**src/rtl/usb_ep0_pkg.sv**
```systemverilog
package usb_ep0_pkg;

    typedef enum logic [2:0] {
        ST_IDLE       = 3'd0,
        ST_SETUP_WAIT = 3'd1,
        ST_DATA_OUT   = 3'd2,
        ST_DATA_IN    = 3'd3,
        ST_STATUS_IN  = 3'd4,
        ST_STATUS_OUT = 3'd5,
        ST_DONE       = 3'd6
    } ep0_stage_e;

    typedef enum logic [1:0] {
        HS_NONE = 2'd0,
        HS_ACK  = 2'd1,
        HS_NAK  = 2'd2
    } hs_code_e;

    localparam int FL_STP    = 0;
    localparam int FL_OUT    = 1;
    localparam int FL_TXI    = 2;
    localparam int FL_NAKIN  = 3;
    localparam int NUM_FLAGS = 4;

endpackage

```
**src/rtl/ep0_flag_bank.sv**
```systemverilog
module ep0_flag_bank #(
    parameter int N = 4
) (
    input  logic         clk,
    input  logic         rst_n,
    input  logic [N-1:0] set_i,
    input  logic [N-1:0] clr_i,
    output logic [N-1:0] q_o
);
    for (genvar g = 0; g < N; g++) begin : g_flag
        always_ff @(posedge clk or negedge rst_n) begin
            if (!rst_n) begin
                q_o[g] <= 1'b0;
            end else if (set_i[g]) begin
                q_o[g] <= 1'b1;          // hardware set dominates
            end else if (clr_i[g]) begin
                q_o[g] <= 1'b0;
            end
        end
    end
endmodule

```
**src/rtl/ep0_pkt_bank.sv**
```systemverilog
module ep0_pkt_bank #(
    parameter int BANK_BYTES = 64,
    parameter int LEN_W      = $clog2(BANK_BYTES + 1)
) (
    input  logic             clk,
    input  logic             rst_n,
    input  logic             clear_i,
    input  logic             wr_i,
    input  logic             cap_i,
    input  logic [LEN_W-1:0] cap_len_i,
    output logic [LEN_W-1:0] cnt_o,
    output logic [LEN_W-1:0] rx_len_o
);
    localparam logic [LEN_W-1:0] FULL = LEN_W'(BANK_BYTES);

    always_ff @(posedge clk or negedge rst_n) begin
        if (!rst_n) begin
            cnt_o <= '0;
        end else if (clear_i) begin
            cnt_o <= '0;
        end else if (wr_i && (cnt_o < FULL)) begin
            cnt_o <= cnt_o + 1'b1;
        end
    end

    always_ff @(posedge clk or negedge rst_n) begin
        if (!rst_n) begin
            rx_len_o <= '0;
        end else if (cap_i) begin
            rx_len_o <= cap_len_i;
        end
    end
endmodule

```
**src/rtl/ep0_stage_fsm.sv**
```systemverilog
module ep0_stage_fsm
    import usb_ep0_pkg::*;
#(
    parameter int LEN_W = 7
) (
    input  logic                 clk,
    input  logic                 rst_n,
    input  logic                 tok_setup,
    input  logic                 setup_dir_in,
    input  logic                 tok_out,
    input  logic                 tok_in,
    input  logic [NUM_FLAGS-1:0] cpu_clr,
    input  logic                 cpu_wr,
    input  logic [NUM_FLAGS-1:0] flags,
    input  logic [LEN_W-1:0]     bank_cnt,
    output logic [NUM_FLAGS-1:0] flag_set,
    output logic [NUM_FLAGS-1:0] flag_clr,
    output logic                 bank_clear,
    output logic                 bank_wr,
    output logic                 rx_cap,
    output ep0_stage_e           stage_q,
    output hs_code_e             hs_q,
    output logic                 send_q,
    output logic [LEN_W-1:0]     send_len_q
);
    ep0_stage_e           stage_d;
    hs_code_e             hs_d;
    logic                 send_d;
    logic                 dir_q;
    logic                 bank_stage;
    logic                 stp_release;
    logic [NUM_FLAGS-1:0] hw_clr;

    assign bank_stage  = (stage_q == ST_DATA_IN) || (stage_q == ST_STATUS_IN);
    assign stp_release = !tok_setup && (stage_q == ST_SETUP_WAIT)
                         && flags[FL_STP] && cpu_clr[FL_STP];

    // state register
    always_ff @(posedge clk or negedge rst_n) begin
        if (!rst_n) begin
            stage_q <= ST_IDLE;
            dir_q   <= 1'b0;
        end else begin
            stage_q <= stage_d;
            if (tok_setup) begin
                dir_q <= setup_dir_in;
            end
        end
    end

    // next stage
    always_comb begin
        stage_d = stage_q;
        if (tok_setup) begin
            stage_d = ST_SETUP_WAIT;
        end else if (stp_release) begin
            stage_d = dir_q ? ST_DATA_IN : ST_DATA_OUT;
        end else if (tok_out) begin
            unique case (stage_q)
                ST_DATA_IN:    stage_d = ST_STATUS_OUT;
                ST_STATUS_OUT: stage_d = ST_DONE;
                default:       stage_d = stage_q;
            endcase
        end else if (tok_in) begin
            unique case (stage_q)
                ST_DATA_OUT:  stage_d = ST_STATUS_IN;
                ST_STATUS_IN: stage_d = flags[FL_TXI] ? ST_STATUS_IN : ST_DONE;
                default:      stage_d = stage_q;
            endcase
        end
    end

    // outputs: handshake decision, flag and bank strobes
    always_comb begin
        hs_d       = HS_NONE;
        send_d     = 1'b0;
        flag_set   = '0;
        hw_clr     = '0;
        bank_clear = 1'b0;
        rx_cap     = 1'b0;
        if (tok_setup) begin
            hs_d              = HS_ACK;
            flag_set[FL_STP]  = 1'b1;
            hw_clr[FL_OUT]    = 1'b1;
            hw_clr[FL_TXI]    = 1'b1;
            hw_clr[FL_NAKIN]  = 1'b1;
            bank_clear        = 1'b1;
        end else begin
            if (tok_out) begin
                unique case (stage_q)
                    ST_DATA_OUT: begin
                        if (flags[FL_OUT]) begin
                            hs_d = HS_NAK;
                        end else begin
                            hs_d             = HS_ACK;
                            flag_set[FL_OUT] = 1'b1;
                            rx_cap           = 1'b1;
                        end
                    end
                    ST_DATA_IN: begin
                        hs_d             = HS_NAK;   // first status token
                        flag_set[FL_TXI] = 1'b1;
                        bank_clear       = 1'b1;     // discard CPU data
                    end
                    ST_STATUS_OUT: hs_d = HS_ACK;
                    default:       hs_d = HS_NAK;
                endcase
            end else if (tok_in) begin
                unique case (stage_q)
                    ST_DATA_IN: begin
                        if (flags[FL_TXI]) begin
                            hs_d               = HS_NAK;
                            flag_set[FL_NAKIN] = 1'b1;
                        end else begin
                            send_d           = 1'b1;
                            flag_set[FL_TXI] = 1'b1;
                            bank_clear       = 1'b1;
                        end
                    end
                    ST_DATA_OUT: begin
                        hs_d             = HS_NAK;   // first status token
                        flag_set[FL_TXI] = 1'b1;
                        bank_clear       = 1'b1;
                    end
                    ST_STATUS_IN: begin
                        if (flags[FL_TXI]) begin
                            hs_d = HS_NAK;
                        end else begin
                            send_d     = 1'b1;
                            bank_clear = 1'b1;
                        end
                    end
                    default: hs_d = HS_NAK;
                endcase
            end
            if (stp_release && dir_q) begin
                flag_set[FL_TXI] = 1'b1;
            end
        end
    end

    assign flag_clr = hw_clr | {cpu_clr[FL_NAKIN],
                                cpu_clr[FL_TXI] & bank_stage,
                                cpu_clr[FL_OUT],
                                cpu_clr[FL_STP]};
    assign bank_wr  = cpu_wr && flags[FL_TXI] && bank_stage;

    // registered decision
    always_ff @(posedge clk or negedge rst_n) begin
        if (!rst_n) begin
            hs_q       <= HS_NONE;
            send_q     <= 1'b0;
            send_len_q <= '0;
        end else begin
            hs_q       <= hs_d;
            send_q     <= send_d;
            send_len_q <= send_d ? bank_cnt : '0;
        end
    end
endmodule

```
**src/rtl/usb_ep0_ctrl.sv**
```systemverilog
module usb_ep0_ctrl
    import usb_ep0_pkg::*;
#(
    parameter int BANK_BYTES = 64,
    parameter int LEN_W      = $clog2(BANK_BYTES + 1)
) (
    input  logic             clk,
    input  logic             rst_n,
    input  logic             tok_setup,
    input  logic             setup_dir_in,
    input  logic             tok_out,
    input  logic [LEN_W-1:0] out_len,
    input  logic             tok_in,
    input  logic             clr_stp,
    input  logic             clr_out,
    input  logic             clr_txi,
    input  logic             clr_nakin,
    input  logic             cpu_wr,
    output logic [1:0]       hs_code,
    output logic             tx_send,
    output logic [LEN_W-1:0] tx_len,
    output logic [2:0]       stage,
    output logic             fl_setup,
    output logic             fl_out_rx,
    output logic             fl_in_ready,
    output logic             fl_in_naked,
    output logic [LEN_W-1:0] rx_len
);
    logic [NUM_FLAGS-1:0] flags;
    logic [NUM_FLAGS-1:0] flag_set;
    logic [NUM_FLAGS-1:0] flag_clr;
    logic [NUM_FLAGS-1:0] cpu_clr;
    logic                 bank_clear;
    logic                 bank_wr;
    logic                 rx_cap;
    logic [LEN_W-1:0]     bank_cnt;
    ep0_stage_e           stage_q;
    hs_code_e             hs_q;

    assign cpu_clr = {clr_nakin, clr_txi, clr_out, clr_stp};

    ep0_stage_fsm #(.LEN_W(LEN_W)) fsm_i (
        .clk          (clk),
        .rst_n        (rst_n),
        .tok_setup    (tok_setup),
        .setup_dir_in (setup_dir_in),
        .tok_out      (tok_out),
        .tok_in       (tok_in),
        .cpu_clr      (cpu_clr),
        .cpu_wr       (cpu_wr),
        .flags        (flags),
        .bank_cnt     (bank_cnt),
        .flag_set     (flag_set),
        .flag_clr     (flag_clr),
        .bank_clear   (bank_clear),
        .bank_wr      (bank_wr),
        .rx_cap       (rx_cap),
        .stage_q      (stage_q),
        .hs_q         (hs_q),
        .send_q       (tx_send),
        .send_len_q   (tx_len)
    );

    ep0_flag_bank #(.N(NUM_FLAGS)) flags_i (
        .clk   (clk),
        .rst_n (rst_n),
        .set_i (flag_set),
        .clr_i (flag_clr),
        .q_o   (flags)
    );

    ep0_pkt_bank #(.BANK_BYTES(BANK_BYTES), .LEN_W(LEN_W)) bank_i (
        .clk       (clk),
        .rst_n     (rst_n),
        .clear_i   (bank_clear),
        .wr_i      (bank_wr),
        .cap_i     (rx_cap),
        .cap_len_i (out_len),
        .cnt_o     (bank_cnt),
        .rx_len_o  (rx_len)
    );

    assign hs_code     = hs_q;
    assign stage       = stage_q;
    assign fl_setup    = flags[FL_STP];
    assign fl_out_rx   = flags[FL_OUT];
    assign fl_in_ready = flags[FL_TXI];
    assign fl_in_naked = flags[FL_NAKIN];
endmodule

```
**config.mk**
```make
export PLATFORM = sky130hd
export DESIGN_NAME = usb_ep0_ctrl
export DESIGN_NICKNAME = d
export VERILOG_FILES = /design/src/rtl/usb_ep0_pkg.sv /design/src/rtl/ep0_flag_bank.sv /design/src/rtl/ep0_pkt_bank.sv /design/src/rtl/ep0_stage_fsm.sv /design/src/rtl/usb_ep0_ctrl.sv
export SDC_FILE = /design/constraint.sdc
export NUM_CORES = 1
export LEC_CHECK = 0
export BUFFER_PORTS_ARGS = -buffer_cell sky130_fd_sc_hd__buf_2
export CORE_MARGIN = 2
export CORE_UTILIZATION = 47
export CTS_CLUSTER_DIAMETER = 100
export DETAILED_ROUTE_END_ITERATION = 8
export PLACE_DENSITY = 0.83
export SETUP_SLACK_MARGIN = 0.2
export SLEW_MARGIN = 10
export SYNTH_ARGS = -nofsm -noshare
export SYNTH_HDL_FRONTEND = slang
export SYNTH_SLANG_ARGS = --single-unit
```
**constraint.sdc**
```tcl
create_clock -name clk -period 2.25 [get_ports clk]
set_input_delay 0.45 -clock clk [delete_from_list [all_inputs] [get_ports clk]]
set_output_delay 0.45 -clock clk [all_outputs]
set_load 0.02 [all_outputs]
```
==> reports/metrics.yaml <==
run_status:
  status: "finished, final reports clean"
worst_setup_path:
  worstSetupPathType: "register to register"
  r2r-start: "fsm_i.stage_q[0]$_DFFE_PN0P_"
  critPathMaxStageDelay_ns: 0.50
  startpoint: "fsm_i.stage_q[0]$_DFFE_PN0P_"
  critPathRequiredTime_ns: 2.48
  slowest_stage: "dfrtp_1"
  path_cells: "nor4b_1, nand3b_1, mux2_2"
  critPathCaptureType: "register"
  critPathArrivalTime_ns: 2.00
  cp_max_fo: 13
  start_kind: "register"
cts:
  clock_latency_ns: 0.34
  cts.hold.buffers_added: 0
  cts_buffers: 5
  clk_path_buf_depth: 2
  clock_sinks: 32
  cts_tree: "done"
  post_cts_resized: 0
  cts_setup_buffers: 0
  clk_pin_slew_ns: 0.10
  htree_levels: 2
  root_buffer: "clkbuf_4"
sta:
  slew_violations: 0
  finalWorstSetupSlack_ns: 0.475
  clock_skew_ns: 0.00665
  setup_violations: 0
  clock.fmax_mhz: 564
  rsz0062_at_grt: "false"
  hold-worst-slack_ns: 0.142
  slew_headroom: 0.547
  hold_viol_final: 0
  period_needed_ns: 1.77
  worstMarginPinSlew_ns: 0.680
  fin_crit_sh: 0.789
  setup_tns_ns: 0
layout:
  multi_input_comb_area_um2: 602
  diodes: 0
  fill_cells: 277
  area_delta_synth_final_pct: 19.1
  layout-drive-gt1-share: 0.366
  stdcell_area_mm2: 0.00174
  seqCellArea_um2: 801
  final_nets: 190
logic_synthesis:
  ys_top_cells_by_count: "dfrtp_1 (32), nor2_1 (10), a21oi_1 (8), mux2_2 (8)"
  ys_seq_area_frac: 0.549
  avgSynthCellArea_um2: 11.4
  yosys_register_bits: 32
  synth_edf_count: 0
  synth_ff_type: "dfrtp_1"
  async_reset_ff_frac: 1.00
  synth.distinct_cells: 38
  synthCells: 128
  synth_top_area_share: 0.549
  netlist_area_mm2: 0.00146
  yosys-top-cells-area: "dfrtp_1 (55%), mux2_2 (6.2%), and2_1 (3.0%)"
  yosys_warnings: 0
  synth.most_common_cell: "dfrtp_1"
  synth_nets: 147
  synth_top_area_cell: "dfrtp_1"
pwr:
  power_density_mw_per_mm2: 719
  p_leak_nw: 0.853
  power_mw: 1.25
  ir_drop_mv: 0.417
routing:
  postRouteAntennaNets: 0
  wl_met2_um: 1150
  num_vias: 1057
  highest_layer: "met4"
  dr.pass1.iters: 4
  first_iter_violations: 20
  drt-vias-per-instance: 5.16
  wl_per_cell_um: 12.7
  routed_wl_um: 2610
  route.detailed.drc: 0
  dr_wl_met3_um: 191
  wl_met1_um: 1250
floorplan:
  die_x_um: 59.7
  die_area_mm2: 0.00356
  core_mm2: 0.00300
  initial_utilization: 0.485
  io_pins: 42
  placementRows: 20
  die_y_um: 59.7
global_routing:
  grt_start_max_net_pins: 33
  grt_usage: 0.167
  antenna_found_initial: 0
  grt_pass1_vias: 1016
  grt-ovfl-total: 0
  grt_first_pass_wirelength_um: 4370
placement:
  port_buffers: 41
  gp_routability_congestion: 0.897
  dpl-instance-area_mm2: 0.00168
  pre_cts_ws_ns: 0.429
  post-dp-hpwl_um: 1930
hold_path:
  min_path_type: "input port to asynchronous set/reset pin"
job:
  drv_cap: 0
## worst max-delay path: cells and delay by family, from the launching register on
family / cells / cell delay [ns]
flops: 1 / 0.50
mux: 1 / 0.38
simple gates: 2 / 0.80
## metal layers
metal / GRT usage / up-vias
met5: 0 / -
met4: 0.0476 / 0
met3: 0.0671 / 2
met2: 0.253 / 36
met1: 0.221 / 491
li1: - / 528
## sequential cells by signal, indices dropped and copies added, names as in the netlist
register / flops
bank_i.cnt_o: 7
bank_i.rx_len_o: 7
fsm_i.send_len_q: 7
flags_i.q_o: 4
fsm_i.stage_q: 3
fsm_i.hs_q: 2
fsm_i.dir_q: 1
fsm_i.send_q: 1
## cell type report
class | count | share of cell area
multi-input combinational | 84 | 0.347
clock buffer | 6 | 0.0295
tap | 33 | 0.0238
inverter | 7 | 0.0151
sequential | 32 | 0.461
timing repair buffer | 41 | 0.118
clock inverter | 2 | 0.00576
## through the flow
| step | cells | utilization |
|---|---|---|
| 6_report | 205 | 0.578 |
| 5_1_grt | 205 | 0.578 |
| 4_1_cts | 205 | 0.578 |
| 3_5_place_dp | 197 | 0.558 |
| 3_3_place_gp | 197 | 0.558 |
| 2_1_floorplan | 128 | - |
## report_power, final
part	total, mW	leakage [nW]	internal [mW]	switching, mW
sequential	0.660	0.427	0.621	0.0383
combinational	0.248	0.388	0.0986	0.149
clock	0.341	0.0380	0.148	0.192
## cells by family (layout without fill, tap and decap cells)
| group | count (synthesis) | after routing | synth area share |
|---|---|---|---|
| fa+ha+maj | 1 | 1 | 0.00858 |
| simple gates | 44 | 44 | 0.179 |
| flops | 32 | 32 | 0.549 |
| buf+inv | 12 | 56 | 0.0378 |
| mux | 9 | 9 | 0.0687 |
| compound gates | 25 | 25 | 0.127 |
| xor+xnor | 5 | 5 | 0.0300 |
## cell usage in the layout (no fill, tap or decap), types with 4 or more instances in the layout
master,n
mux2_2,8
nand2b_1,4
buf_2,41
clkbuf_4,5
inv_1,7
nor2_1,10
dfrtp_1,32
and2_1,7
nand2_1,4
a21oi_1,8
xnor2_1,5
nand3_1,4
## path summary, 6_finish.rpt
| kind | to | slack [ns] | cells past startpoint |
|---|---|---|---|
| max | bank_i.rx_len_o[6]$_DFFE_PN0P_ | 0.48 | 3 |
| min | fsm_i.send_len_q[4]$_DFF_PN0_ | 0.14 | 1 |
| max reg2reg | bank_i.rx_len_o[6]$_DFFE_PN0P_ | 0.48 | 3 |
| min reg2reg | bank_i.rx_len_o[5]$_DFFE_PN0P_ | 0.51 | 1 |
| max in group asynchronous | flags_i.q_o[1]$_DFFE_PN0P_ | 1.67 | 1 |
| min in group clk | flags_i.q_o[1]$_DFFE_PN0P_ | 0.31 | 2 |
No activity file was read; power rests on OpenSTA's default activity.
